### src/rtl/usart_rx_core.sv
module usart_rx_core #(
  parameter int DATA_W = 8,
  parameter int CNT_W  = 6
) (
  input  logic              rx_clk,
  input  logic              rst_n,
  input  logic              rx_line,
  input  logic              rx_en,
  input  logic [1:0]        clk_factor,
  input  logic [1:0]        char_len,
  input  logic              par_on,
  input  logic              par_odd,
  input  logic              rd_strobe,
  output logic [DATA_W-1:0] rx_data,
  output logic              rx_rdy,
  output logic              par_err,
  output logic              frm_err,
  output logic              ovr_err
);

  localparam int IDX_W = $clog2(DATA_W + 1);

  typedef enum logic [2:0] {S_INIT, S_IDLE, S_MID, S_DATA, S_PAR, S_STOP} st_t;

  st_t              st;
  logic [CNT_W-1:0] cnt;
  logic [IDX_W-1:0] idx;
  logic [DATA_W-1:0] sh;
  logic             run_par, bad_par, last_bit;

  logic [CNT_W-1:0] div_m1, half_m1;
  logic [IDX_W-1:0] nbits;

  assign div_m1  = (clk_factor == 2'b11) ? CNT_W'(63) :
                   (clk_factor == 2'b10) ? CNT_W'(15) : '0;
  assign half_m1 = (clk_factor == 2'b11) ? CNT_W'(31) :
                   (clk_factor == 2'b10) ? CNT_W'(7)  : '0;
  assign nbits   = IDX_W'(char_len) + IDX_W'(5);

  wire tick   = (cnt == '0);
  wire finish = (st == S_STOP) && tick && rx_en;

  always_ff @(posedge rx_clk or negedge rst_n) begin
    if (!rst_n) begin
      st       <= S_INIT;
      cnt      <= '0;
      idx      <= '0;
      sh       <= '0;
      run_par  <= 1'b0;
      bad_par  <= 1'b0;
      last_bit <= 1'b0;
      rx_data  <= '0;
      rx_rdy   <= 1'b0;
      par_err  <= 1'b0;
      frm_err  <= 1'b0;
      ovr_err  <= 1'b0;
    end else begin
      last_bit <= rx_line;
      if (rd_strobe) begin
        rx_rdy  <= 1'b0;
        ovr_err <= 1'b0;
      end
      case (st)
        S_INIT: if (rx_line) st <= S_IDLE;
        S_IDLE: begin
          if (last_bit && !rx_line) begin
            idx     <= '0;
            run_par <= 1'b0;
            bad_par <= 1'b0;
            if (div_m1 == '0) begin
              st  <= S_DATA;
              cnt <= '0;
            end else begin
              st  <= S_MID;
              cnt <= half_m1;
            end
          end
        end
        S_MID: begin
          if (tick) begin
            if (rx_line) st <= S_IDLE;
            else begin
              st  <= S_DATA;
              cnt <= div_m1;
            end
          end else cnt <= cnt - CNT_W'(1);
        end
        S_DATA: begin
          if (tick) begin
            sh      <= {rx_line, sh[DATA_W-1:1]};
            run_par <= run_par ^ rx_line;
            cnt     <= div_m1;
            idx     <= idx + IDX_W'(1);
            if (idx == nbits - IDX_W'(1)) st <= par_on ? S_PAR : S_STOP;
          end else cnt <= cnt - CNT_W'(1);
        end
        S_PAR: begin
          if (tick) begin
            bad_par <= ((run_par ^ rx_line) != par_odd);
            cnt     <= div_m1;
            st      <= S_STOP;
          end else cnt <= cnt - CNT_W'(1);
        end
        S_STOP: begin
          if (tick) begin
            rx_data <= sh >> (IDX_W'(DATA_W) - nbits);
            frm_err <= !rx_line;
            par_err <= par_on && bad_par;
            ovr_err <= rx_rdy && !rd_strobe;
            rx_rdy  <= 1'b1;
            st      <= S_IDLE;
          end else cnt <= cnt - CNT_W'(1);
        end
        default: st <= S_IDLE;
      endcase
      if (!rx_en) begin
        rx_rdy <= 1'b0;
        if (st != S_INIT) st <= S_IDLE;
      end
    end
  end

  a_r9_rdy_low_when_off: assert property (@(posedge rx_clk) disable iff (!rst_n)
    !rx_en |=> !rx_rdy);

  a_r2_no_start_before_idle_high: assert property (@(posedge rx_clk) disable iff (!rst_n)
    (st == S_INIT && !rx_line) |=> (st == S_INIT));

  a_r3_spike_returns_to_wait: assert property (@(posedge rx_clk) disable iff (!rst_n)
    (st == S_MID && tick && rx_line) |=> (st == S_IDLE));

  a_r6_rdy_only_from_stop: assert property (@(posedge rx_clk) disable iff (!rst_n)
    $rose(rx_rdy) |-> $past(finish));

  a_r10_read_clears: assert property (@(posedge rx_clk) disable iff (!rst_n)
    (rd_strobe && !finish) |=> (!rx_rdy && !ovr_err));

  a_r11_overrun_needs_pending: assert property (@(posedge rx_clk) disable iff (!rst_n)
    $rose(ovr_err) |-> $past(rx_rdy));

endmodule

### config.mk
export PLATFORM = sky130hd
export DESIGN_NAME = usart_rx_core
export DESIGN_NICKNAME = d
export VERILOG_FILES = /design/src/rtl/usart_rx_core.sv
export SDC_FILE = /design/constraint.sdc
export NUM_CORES = 1
export LEC_CHECK = 0
export ABC_AREA = 1
export BUFFER_PORTS_ARGS = -buffer_cell sky130_fd_sc_hd__buf_2
export CAP_MARGIN = 20
export CELL_PAD_IN_SITES_DETAIL_PLACEMENT = 1
export CELL_PAD_IN_SITES_GLOBAL_PLACEMENT = 2
export CORE_MARGIN = 2
export CORE_UTILIZATION = 33
export CTS_CLUSTER_SIZE = 8
export DETAILED_ROUTE_END_ITERATION = 10
export GPL_ROUTABILITY_DRIVEN = 0
export PLACE_DENSITY = 0.89
export SYNTH_ARGS = -nofsm -noshare
export SYNTH_HDL_FRONTEND = slang
export SYNTH_SLANG_ARGS = --single-unit
### constraint.sdc
create_clock -name rx_clk -period 2.2 [get_ports rx_clk]
set_clock_uncertainty 0.15 [all_clocks]
set_input_delay 0.22 -clock rx_clk [delete_from_list [all_inputs] [get_ports rx_clk]]
set_output_delay 0.22 -clock rx_clk [all_outputs]
set_load 0.01 [all_outputs]
==> out/metrics.yaml, run 1 <==
grt.total_usage: 0.172
synth-edff-count: 0
cts_tree: "yes"
p_seq_frac: 0.347
dpl.hpwl_um: 4460
numPortBuffers: 22
rsz0062_at_grt: "false"
slew_violations: 0
yosys_warnings: 0
routed_via_density: 4.78
initial_utilization: 0.340
ys_seq_area_frac: 0.419
final_nets: 338
post_cts_resized: 0
crit_required_ps: 2230
hold_path.class: "input port to register"
dieHeight_um: 84.7
slowest_delay_ps: 380
r2r_cells: 10
fin_setup_tns_ps: 0
core_mm2: 0.00631
syn_inst: 294
routedWlPerCell_um: 14.0
synth_top_area_share: 0.419
ys_types: 28
hold_slack_ps: 79.3
n_fill_cell: 811
tightest_slew_ps: 813
clock_sinks: 36
synth.avg_cell_area_um2: 7.31
insertion_delay_ps: 290
drt_wl_total_um: 5610
area_growth_pct: 14.9
swShare: 0.431
antenna_found_initial: 0
clock_path_buffers: 2
drive_gt1_frac: 0.154
dieArea_mm2: 0.00718
p_clk_frac: 0.221
ant_nets: 0
cap_violations: 0
slowest_stage: "dfrtp_1"
relSlewSlack: 0.458
hold_violations: 0
endpoint: "cnt[1]"
cts.clk_slew.worst_paths_ps: 70
fp.dieW_um: 84.7
power.internal_uw: 1500
endpoint_kind: "register"
grt_pass1_vias: 2012
critPathLaunch: "cnt[0]"
cts-root-buf: "clkbuf_8"
grt_pass1_wl_um: 9640
synth_nets: 309
post_cts_buffers: 0
p_switching_uw: 1140
vias: 1916
synth_top_cell_by_area: "dfrtp_1"
vdd_ir_drop_max_mv: 0.410
num_io_pins: 23
path_cells: "inv_1 -> ha_1 -> nand2_2 -> nor2_8 -> nand2_4 -> nand2_2 -> nor2_4 -> inv_2 -> nand2_1 -> nand2_1"
setup_violations: 0
status: "finished, final reports clean"
synthTopCellsByArea: "dfrtp_1 42%, nand2_1 18%, inv_1 5.4%"
pwr_density_cell_mw_per_mm2: 1070
path_max_fanout: 16
synth_area_mm2: 0.00215
r2r-start: "cnt[0]"
row_count: 29
crit_arrival_ps: 1930
postSynthRegisterBits: 36
rrSetupSlack_ps: 300
finalCriticalPeriod_ps: 1900
n_antenna_cell: 0
p_leak_uw: 0.00127
async_flop_share: 1.00
path_class: "register to register"
comb_power_share: 0.432
postCtsHoldBufs: 1
h-tree-depth: 2
synth.cells.most_frequent: "102 x nand2_1, 36 x dfrtp_1, 31 x inv_1, 22 x nor2_1, 20 x nand3_1"
grt_max_degree: 37
fmax_ghz: 0.525
r2r-end: "cnt[1]"
synth_flop_cell: "dfrtp_1"
drc: 0
finalCritPeriodShare: 0.865
drt_first_pass_iters: 4
yosysMostFrequentCell: "nand2_1"
cts_buffers: 5
startpoint_type: "register"
dr.first_iter.drc_count: 39
grt-ovfl-total: 0
==> metal layers <==
| metal | GRT usage | share of wire |
|---|---|---|
| met5 | 0 | 0 |
| met4 | 0.0563 | 0.014 |
| met3 | 0.0354 | 0.020 |
| met2 | 0.281 | 0.46 |
| met1 | 0.229 | 0.50 |
==> state kept, by name, indices dropped and copies added (netlist names) <==
signal,flops
ovr_err,1
rx_rdy,1
bad_par,1
rx_data,8
cnt,6
run_par,1
last_bit,1
st,3
par_err,1
sh,8
idx,4
frm_err,1
==> cell families after synthesis <==
group           after synthesis  synth area share
flops                        36             0.419
xor+xnor                      4            0.0163
mux                           3            0.0140
buf+inv                      41            0.0763
simple gates                163             0.344
compound gates               43             0.107
fa+ha+maj                     4            0.0233
==> through the flow <==
stage / cell area, µm² / setup WS [ps] / cells / total power (µW) / util
after floorplan: 2150 / 558 / 294 / 1760 / -
after global placement: 2340 / 348 / 391 / 2050 / 0.371
after detailed placement: 2340 / 278 / 391 / 2080 / 0.371
after CTS: 2460 / 263 / 400 / 2670 / 0.390
after global routing: 2470 / 103 / 401 / 2880 / 0.391
final: 2470 / 296 / 401 / 2630 / 0.391
==> worst max-delay path, delay by kind of cell, from the launching register on <==
family / cells / cell delay (ps)
and+or+nand+nor: 7 / 760
DFF: 1 / 380
buffers and inverters: 2 / 200
adders and majority gates: 1 / 290
==> how the worst min path moves through the flow <==
stage / endpoint / cells past startpoint / slack (ps) / from
after CTS: last_bit / 1 / 6 / rx_line
after detailed placement: par_err / 1 / 210 / rst_n
after global placement: ovr_err / 1 / 200 / rst_n
after floorplan: bad_par / 0 / -230 / rst_n
after global routing: par_err / 3 / 90 / par_on
final: st[0] / 4 / 80 / par_on
==> area by class of cell <==
| class | count | area [µm²] | area share |
|---|---|---|---|
| clock inverters | 2 | 35.0 | 0.0142 |
| inverters | 38 | 143 | 0.0578 |
| repair buffers | 25 | 138 | 0.0557 |
| flip-flops and latches | 36 | 901 | 0.365 |
| clock buffers | 6 | 72.6 | 0.0294 |
| multi-input cells | 217 | 1080 | 0.439 |
| well taps | 77 | 96.3 | 0.0390 |
==> power groups by stage <==
stage          sequential, µW  clock, µW  combinational (µW)
4_1_cts                   918        604                1150
6_report                  914        583                1140
5_1_grt                   935        634                1310
3_3_place_gp              927          0                1120
2_1_floorplan             901          0                 859
3_5_place_dp              931          0                1150
==> cell usage in the layout (no fill, tap or decap), drive strengths merged <==
master,instances
a21oi,8
buf,23
bufinv,1
clkbuf,6
clkinv,1
dfrtp,36
dlygate4sd3,2
ha,4
inv,38
mux2i,3
nand2,107
nand3,22
nand3b,1
nand4,3
nor2,28
nor3,1
o211ai,1
o21ai,28
o22ai,2
o31ai,4
or2,1
xnor2,1
xor2,3
Power figures use the tool's default switching activity.
==> inputs of run 2 (changes only) <==
==> config.mk (replaced) <==
export PLATFORM = sky130hd
export DESIGN_NAME = usart_rx_core
export DESIGN_NICKNAME = d
export VERILOG_FILES = /design/src/rtl/usart_rx_core.sv
export SDC_FILE = /design/constraint.sdc
export NUM_CORES = 1
export LEC_CHECK = 0
export BUFFER_PORTS_ARGS = -buffer_cell sky130_fd_sc_hd__buf_2
export CAP_MARGIN = 15
export CELL_PAD_IN_SITES_DETAIL_PLACEMENT = 1
export CELL_PAD_IN_SITES_GLOBAL_PLACEMENT = 2
export CORE_ASPECT_RATIO = 0.8
export CORE_MARGIN = 2
export CORE_UTILIZATION = 37
export CTS_CLUSTER_SIZE = 8
export DETAILED_ROUTE_END_ITERATION = 10
export GPL_ROUTABILITY_DRIVEN = 0
export PLACE_DENSITY = 0.9
export SYNTH_ARGS = -nofsm -noshare
export SYNTH_HDL_FRONTEND = slang
export SYNTH_SLANG_ARGS = --single-unit
==> out/metrics.yaml, run 2 <==
rsz0062_at_grt: "true"
ant_nets: 0  # unchanged
setup_ws_ps: -178  # -474 ps
pwr_density_cell_mw_per_mm2: 952  # -11%
cts-root-buf: "clkbuf_8"
dpl.hpwl_um: 3890  # -13%
synth-edff-count: 0  # unchanged
syn_inst: 216  # -27%
async_flop_share: 1.00  # unchanged
p_leak_uw: 0.00123  # -3.1%
grtUsageMet3: 0.0362  # +0.000774
h-tree-depth: 2  # unchanged
synth.cells.most_frequent: "36 x dfrtp_1, 34 x nand2_1, 26 x o21ai_0, 13 x nor2_1, 9 x clkbuf_1"
grt-busiest-layer: "met2"
drive_gt1_frac: 0.348  # +0.194
startpoint_type: "register"
routed_via_density: 5.20  # +8.9%
hold_violations: 0  # unchanged
dr.first_iter.drc_count: 66  # +69%
dpl_cell_area_mm2: 0.00243  # +4.0%
final_common_cell: "dfrtp_1"
yosysMostFrequentCell: "dfrtp_1"
cts_tree: "yes"
insertion_delay_ps: 290  # about the same
fp.dieW_um: 87.7  # +3.5%
fmax_ghz: 0.421  # -20%
status: "finished, violations left"
swShare: 0.360  # -0.0715
final_cells: 348  # -13%
core_mm2: 0.00544  # -14%
p_seq_frac: 0.355  # +0.008
routedWlPerCell_um: 15.9  # +13%
dp.cells: 330  # -16%
synth_top_family_by_area: "compound AO/OA/AOI/OAI gates"
synth.avg_cell_area_um2: 9.60  # +31%
yosys_warnings: 0  # unchanged
p_switching_uw: 928  # -18%
setup_violations: 18  # +18
drt_wl_total_um: 5520  # -1.7%
power.internal_uw: 1650  # +10%
vdd_ir_drop_max_mv: 0.375  # -8.6%
num_io_pins: 23  # unchanged
power_uw: 2580  # -2.1%
grt_max_degree: 37  # unchanged
postSynthRegisterBits: 36  # unchanged
synth_top_area_share: 0.434  # +0.0152
final_nets: 284  # -16%
drc: 0  # unchanged
hold_path.class: "input port to register"
synthAdderAreaFrac: 0.0241  # +0.000843
yosys.area_share.simple: 0.167  # -0.177
violations: "setup timing"
synth-compound-area-share: 0.177  # +0.0696
path_max_fanout: 5  # -11
clock_sinks: 36  # unchanged
crit_arrival_ps: 2450  # +520 ps
comb_power_share: 0.417  # -0.015
largestRegisters: "rx_data x8, sh x8, cnt x6"
finalCritPeriodShare: 1.08  # +0.216
row_count: 24  # -17%
n_antenna_cell: 0  # unchanged
p_clk_frac: 0.228  # +0.007
drt_first_pass_iters: 4  # unchanged
numPortBuffers: 22  # unchanged
path_class: "register to register"
dieArea_mm2: 0.00623  # -13%
grt.total_usage: 0.191  # +0.0192
grt-ovfl-total: 0  # unchanged
grt_use_met2: 0.295  # +0.0133
finalCriticalPeriod_ps: 2380  # +474 ps
synth_xor_area_frac: 0.0422  # +0.0259
ys_types: 45  # +61%
cts_buffers: 5  # unchanged
synth_flop_cell: "dfrtp_1"
endpoint_kind: "register"
area_growth_pct: 30.6
dieHeight_um: 71.0  # -16%
cts.clk_slew.worst_paths_ps: 70  # about the same
clock_path_buffers: 2  # unchanged
final_cell_area_mm2: 0.00271  # +9.7%
antenna_found_initial: 0  # unchanged
crit_required_ps: 2270  # +40 ps
vias: 1810  # -5.5%
slew_violations: 0  # unchanged
synth_top_cell_by_area: "dfrtp_1"
synth_mux_area_frac: 0.115  # +0.101
grt_pass1_vias: 1844  # -8.3%
synth_area_mm2: 0.00207  # -3.5%
ys_seq_area_frac: 0.434  # +0.0152
most-common-layout-cells: "36 x dfrtp_1, 34 x nand2_1, 27 x buf_4, 23 x buf_2, 22 x o21ai_0"
hold_slack_ps: 11.9  # -67.4 ps
grt_pass1_wl_um: 9180  # -4.7%
initial_utilization: 0.382  # +0.0412
synth_nets: 231  # -25%
synthTopCellsByArea: "dfrtp_1 43%, o21ai_0 6.3%, nand2_1 6.2%"
n_fill_cell: 628  # -23%
cap_violations: 0  # unchanged
relSlewSlack: 0.437  # -0.0214
tightest_slew_ps: 845  # +32.0 ps
grt_use_met1: 0.274  # +0.0457
-- run 2: kinds of logic after synthesis --
group                    Yosys count
buffers and inverters             20
AO/OA/AOI/OAI                     58
flip-flops                        36
multiplexers                      16
XOR/XNOR                          10
adder cells (fa/ha/maj)            4
AND/OR/NAND/NOR                   72
-- run 2: final timing paths --
check / startpoint / endpoint / slack, ps / depth (start not counted)
setup / recovery: cnt[0] / cnt[3] / -180 / 7
hold / removal: rx_line / last_bit / 10 / 1
setup reg to reg: cnt[0] / cnt[3] / -180 / 7
hold reg to reg: rx_data[1] / rx_data[1] / 330 / 2
max in group asynchronous: rst_n / last_bit / 950 / 2
min in group asynchronous: rst_n / st[1] / 410 / 2
-- run 2: repair_timing --
item                                   4_1_cts  5_1_grt
hold buffers                                 2        0
pin swaps                                    4        5
cloned                                       1        1
setup endpoints to repair                   30       32
endpoints found under the hold margin       37        0
setup buffers                                3        3
resized for setup                           13       13
-- run 2: power by group through the flow --
stage,registers [µW],logic (µW),clock network [µW]
floorplan,873,593,0
global placement,909,899,0
detailed placement,921,919,0
CTS,910,1010,610
global route,939,1170,622
finish,916,1080,588
-- run 2: per-layer routing --
layer / wire [µm] / share of wire / vias up
li1: - / - / 867
met1: 2700 / 0.49 / 906
met2: 2590 / 0.47 / 28
met3: 143 / 0.026 / 9
met4: 83 / 0.015 / 0
met5: 0 / 0 / -
-- run 2: layout make-up --
class / instances / area, µm² / share of cell area
clock buffers: 6 / 72.6 / 0.0268
well taps: 78 / 97.6 / 0.0360
repair buffers: 58 / 405 / 0.150
flip-flops and latches: 36 / 901 / 0.332
multi-input cells: 160 / 1170 / 0.431
clock inverters: 2 / 35.0 / 0.0129
inverters: 8 / 30.0 / 0.0111
-- run 2: critical path, stage by stage, from the launching register on --
cell     delay [ps]
dfrtp_1         380
inv_1            70
ha_2            170
or4b_4          500
or3_4           380
a22o_4          250
mux2_4          300
o21ai_2         110
-- run 2: through the flow --
step	worst slack, ps	TNS (ps)	utilization
after global routing	-205	-2440	0.499
after global placement	-150	-1750	0.448
after detailed placement	-278	-2840	0.448
final	-178	-1400	0.499
after floorplan	-193	-1680	-
after CTS	-148	-828	0.485
==> inputs of run 3 (changes only) <==
--- a/config.mk
+++ b/config.mk
@@ -15,7 +15,7 @@
 export CTS_CLUSTER_SIZE = 8
 export DETAILED_ROUTE_END_ITERATION = 10
 export GPL_ROUTABILITY_DRIVEN = 0
-export PLACE_DENSITY = 0.9
+export PLACE_DENSITY_LB_ADDON = 0.1
 export SYNTH_ARGS = -nofsm -noshare
 export SYNTH_HDL_FRONTEND = slang
 export SYNTH_SLANG_ARGS = --single-unit
==> out/metrics.yaml, run 3 (synthesis gave the netlist of run 2 again) <==
status: "finished, violations left"
violations: "setup timing"
path_class: "register to register"
endpoint_kind: "register"
relSlewSlack: 0.437  # about the same
cts_tree: "yes"
crit_arrival_ps: 2430  # -20 ps
slew_violations: 0  # unchanged
area_growth_pct: 31.4
fmax_ghz: 0.417  # -0.88%
final_common_cell: "dfrtp_1"
most-common-layout-cells: "36 x dfrtp_1, 34 x nand2_1, 23 x buf_4, 22 x buf_2, 18 x o21ai_0"
n_fill_cell: 622  # -0.96%
grt_pass1_vias: 1891  # +2.5%
numPortBuffers: 22  # unchanged
dieArea_mm2: 0.00623  # unchanged
grtUsageMet3: 0.0373  # +0.00117
path_max_fanout: 6  # +1
antenna_found_initial: 0  # unchanged
cts.clk_slew.worst_paths_ps: 70  # about the same
drt_first_pass_iters: 5  # +1
setup_violations: 30  # +12
fin_setup_tns_ps: -2490  # -1090 ps
grt_pass1_wl_um: 9400  # +2.4%
r2r-start: "cnt[0]"
setup_ws_ps: -199  # -21.1 ps
hold_path.class: "input port to register"
final_core_util: 0.502  # +0.00299
routedWlPerCell_um: 16.2  # +1.9%
ant_nets: 0  # unchanged
hold_end: "last_bit"
clock_path_buffers: 2  # unchanged
r2r-end: "cnt[0]"
num_io_pins: 23  # unchanged
vias: 1801  # -0.50%
p_leak_uw: 0.00125  # +1.2%
drt_wl_total_um: 5560  # +0.74%
startpoint_type: "register"
drive_gt1_frac: 0.335  # -0.0136
pwr_density_cell_mw_per_mm2: 911  # -4.3%
drc: 0  # unchanged
r2r_cells: 8  # +1
grt_max_degree: 37  # unchanged
hold_slack_ps: 19.9  # +7.99 ps
grt_use_met2: 0.296  # +0.00168
largestRegisters: "rx_data x8, sh x8, cnt x6"
finalCriticalPeriod_ps: 2400  # +21.1 ps
core_mm2: 0.00544  # unchanged
clock_sinks: 36  # unchanged
vdd_ir_drop_max_mv: 0.466  # +24%
cap_violations: 0  # unchanged
h-tree-depth: 2  # unchanged
fp.dieW_um: 87.7  # unchanged
min_from: "rx_line"
tightest_slew_ps: 845  # +0.544 ps
dr.first_iter.drc_count: 81  # +23%
min_path_cells: 1  # unchanged
initial_utilization: 0.382  # unchanged
crit_required_ps: 2230  # -40 ps
grt.total_usage: 0.196  # +0.00425
final_nets: 280  # -1.4%
cts-root-buf: "clkbuf_8"
grt-ovfl-total: 0  # unchanged
dieHeight_um: 71.0  # unchanged
n_antenna_cell: 0  # unchanged
grt-busiest-layer: "met2"
rsz0062_at_grt: "true"
routed_via_density: 5.24  # +0.66%
finalCritPeriodShare: 1.09  # +0.00958
insertion_delay_ps: 280  # about the same
rrSetupSlack_ps: -200  # -20 ps
row_count: 24  # unchanged
dpl.hpwl_um: 4050  # +4.1%
hold_violations: 0  # unchanged
grt_use_met1: 0.286  # +0.0113
cts_buffers: 5  # unchanged
run 3: how the worst max path moves through the flow:
stage	from	to	slack, ps	depth (start not counted)
2_1_floorplan	cnt[0]	cnt[3]	-190	8
3_3_place_gp	cnt[0]	cnt[3]	-140	7
3_5_place_dp	cnt[0]	cnt[0]	-310	8
4_1_cts	cnt[0]	cnt[0]	-230	8
5_1_grt	cnt[0]	cnt[3]	-260	7
6_report	cnt[0]	cnt[0]	-200	8
run 3: metal layers:
layer | up-vias | routed length [µm]
li1 | 871 | -
met1 | 889 | 2810
met2 | 35 | 2490
met3 | 6 | 205
met4 | 0 | 48
met5 | - | 0
run 3: area by class of cell:
cell class	count	area (µm²)	area share
Timing Repair Buffer	54	433	0.159
Clock buffer	8	90.1	0.0330
Multi-Input combinational cell	160	1170	0.431
Inverter	8	30.0	0.0110
Tap cell	78	97.6	0.0358
Sequential cell	36	901	0.330
run 3: repair_timing:
action / CTS / global route
pin swaps: 7 / 3
cloned: 3 / 0
resized for setup: 18 / 11
hold buffers: 2 / 0
endpoints found under the setup margin: 35 / 35
endpoints found under the hold margin: 37 / 0
setup buffers: 3 / 1
run 3: worst max-delay path, cell delays in order (launching register included):
cell and delay [ps]:
dfrtp_1 410, inv_2 80, ha_4 130, or4b_4 500
or3_4 380, a211oi_4 270, buf_6 160, a211oi_1 50
a21o_1 160
run 3: power breakdown:
group	leakage [µW]	switching, µW	total [µW]	internal, µW
clock	0.0000455	227	482	256
combinational	0.000767	516	1060	541
sequential	0.000435	170	944	774
total	0.00125	912	2480	1570
run 3: stage by stage:
| step | instance area, µm² | setup WS, ps | total power (µW) | std cells |
|---|---|---|---|---|
| finish | 2730 | -199 | 2480 | 344 |
| global placement | 2420 | -142 | 1790 | 327 |
| detailed placement | 2420 | -308 | 1840 | 327 |
| global route | 2730 | -256 | 2650 | 344 |
| floorplan | 2090 | -193 | 1470 | 216 |
| CTS | 2700 | -229 | 2450 | 343 |
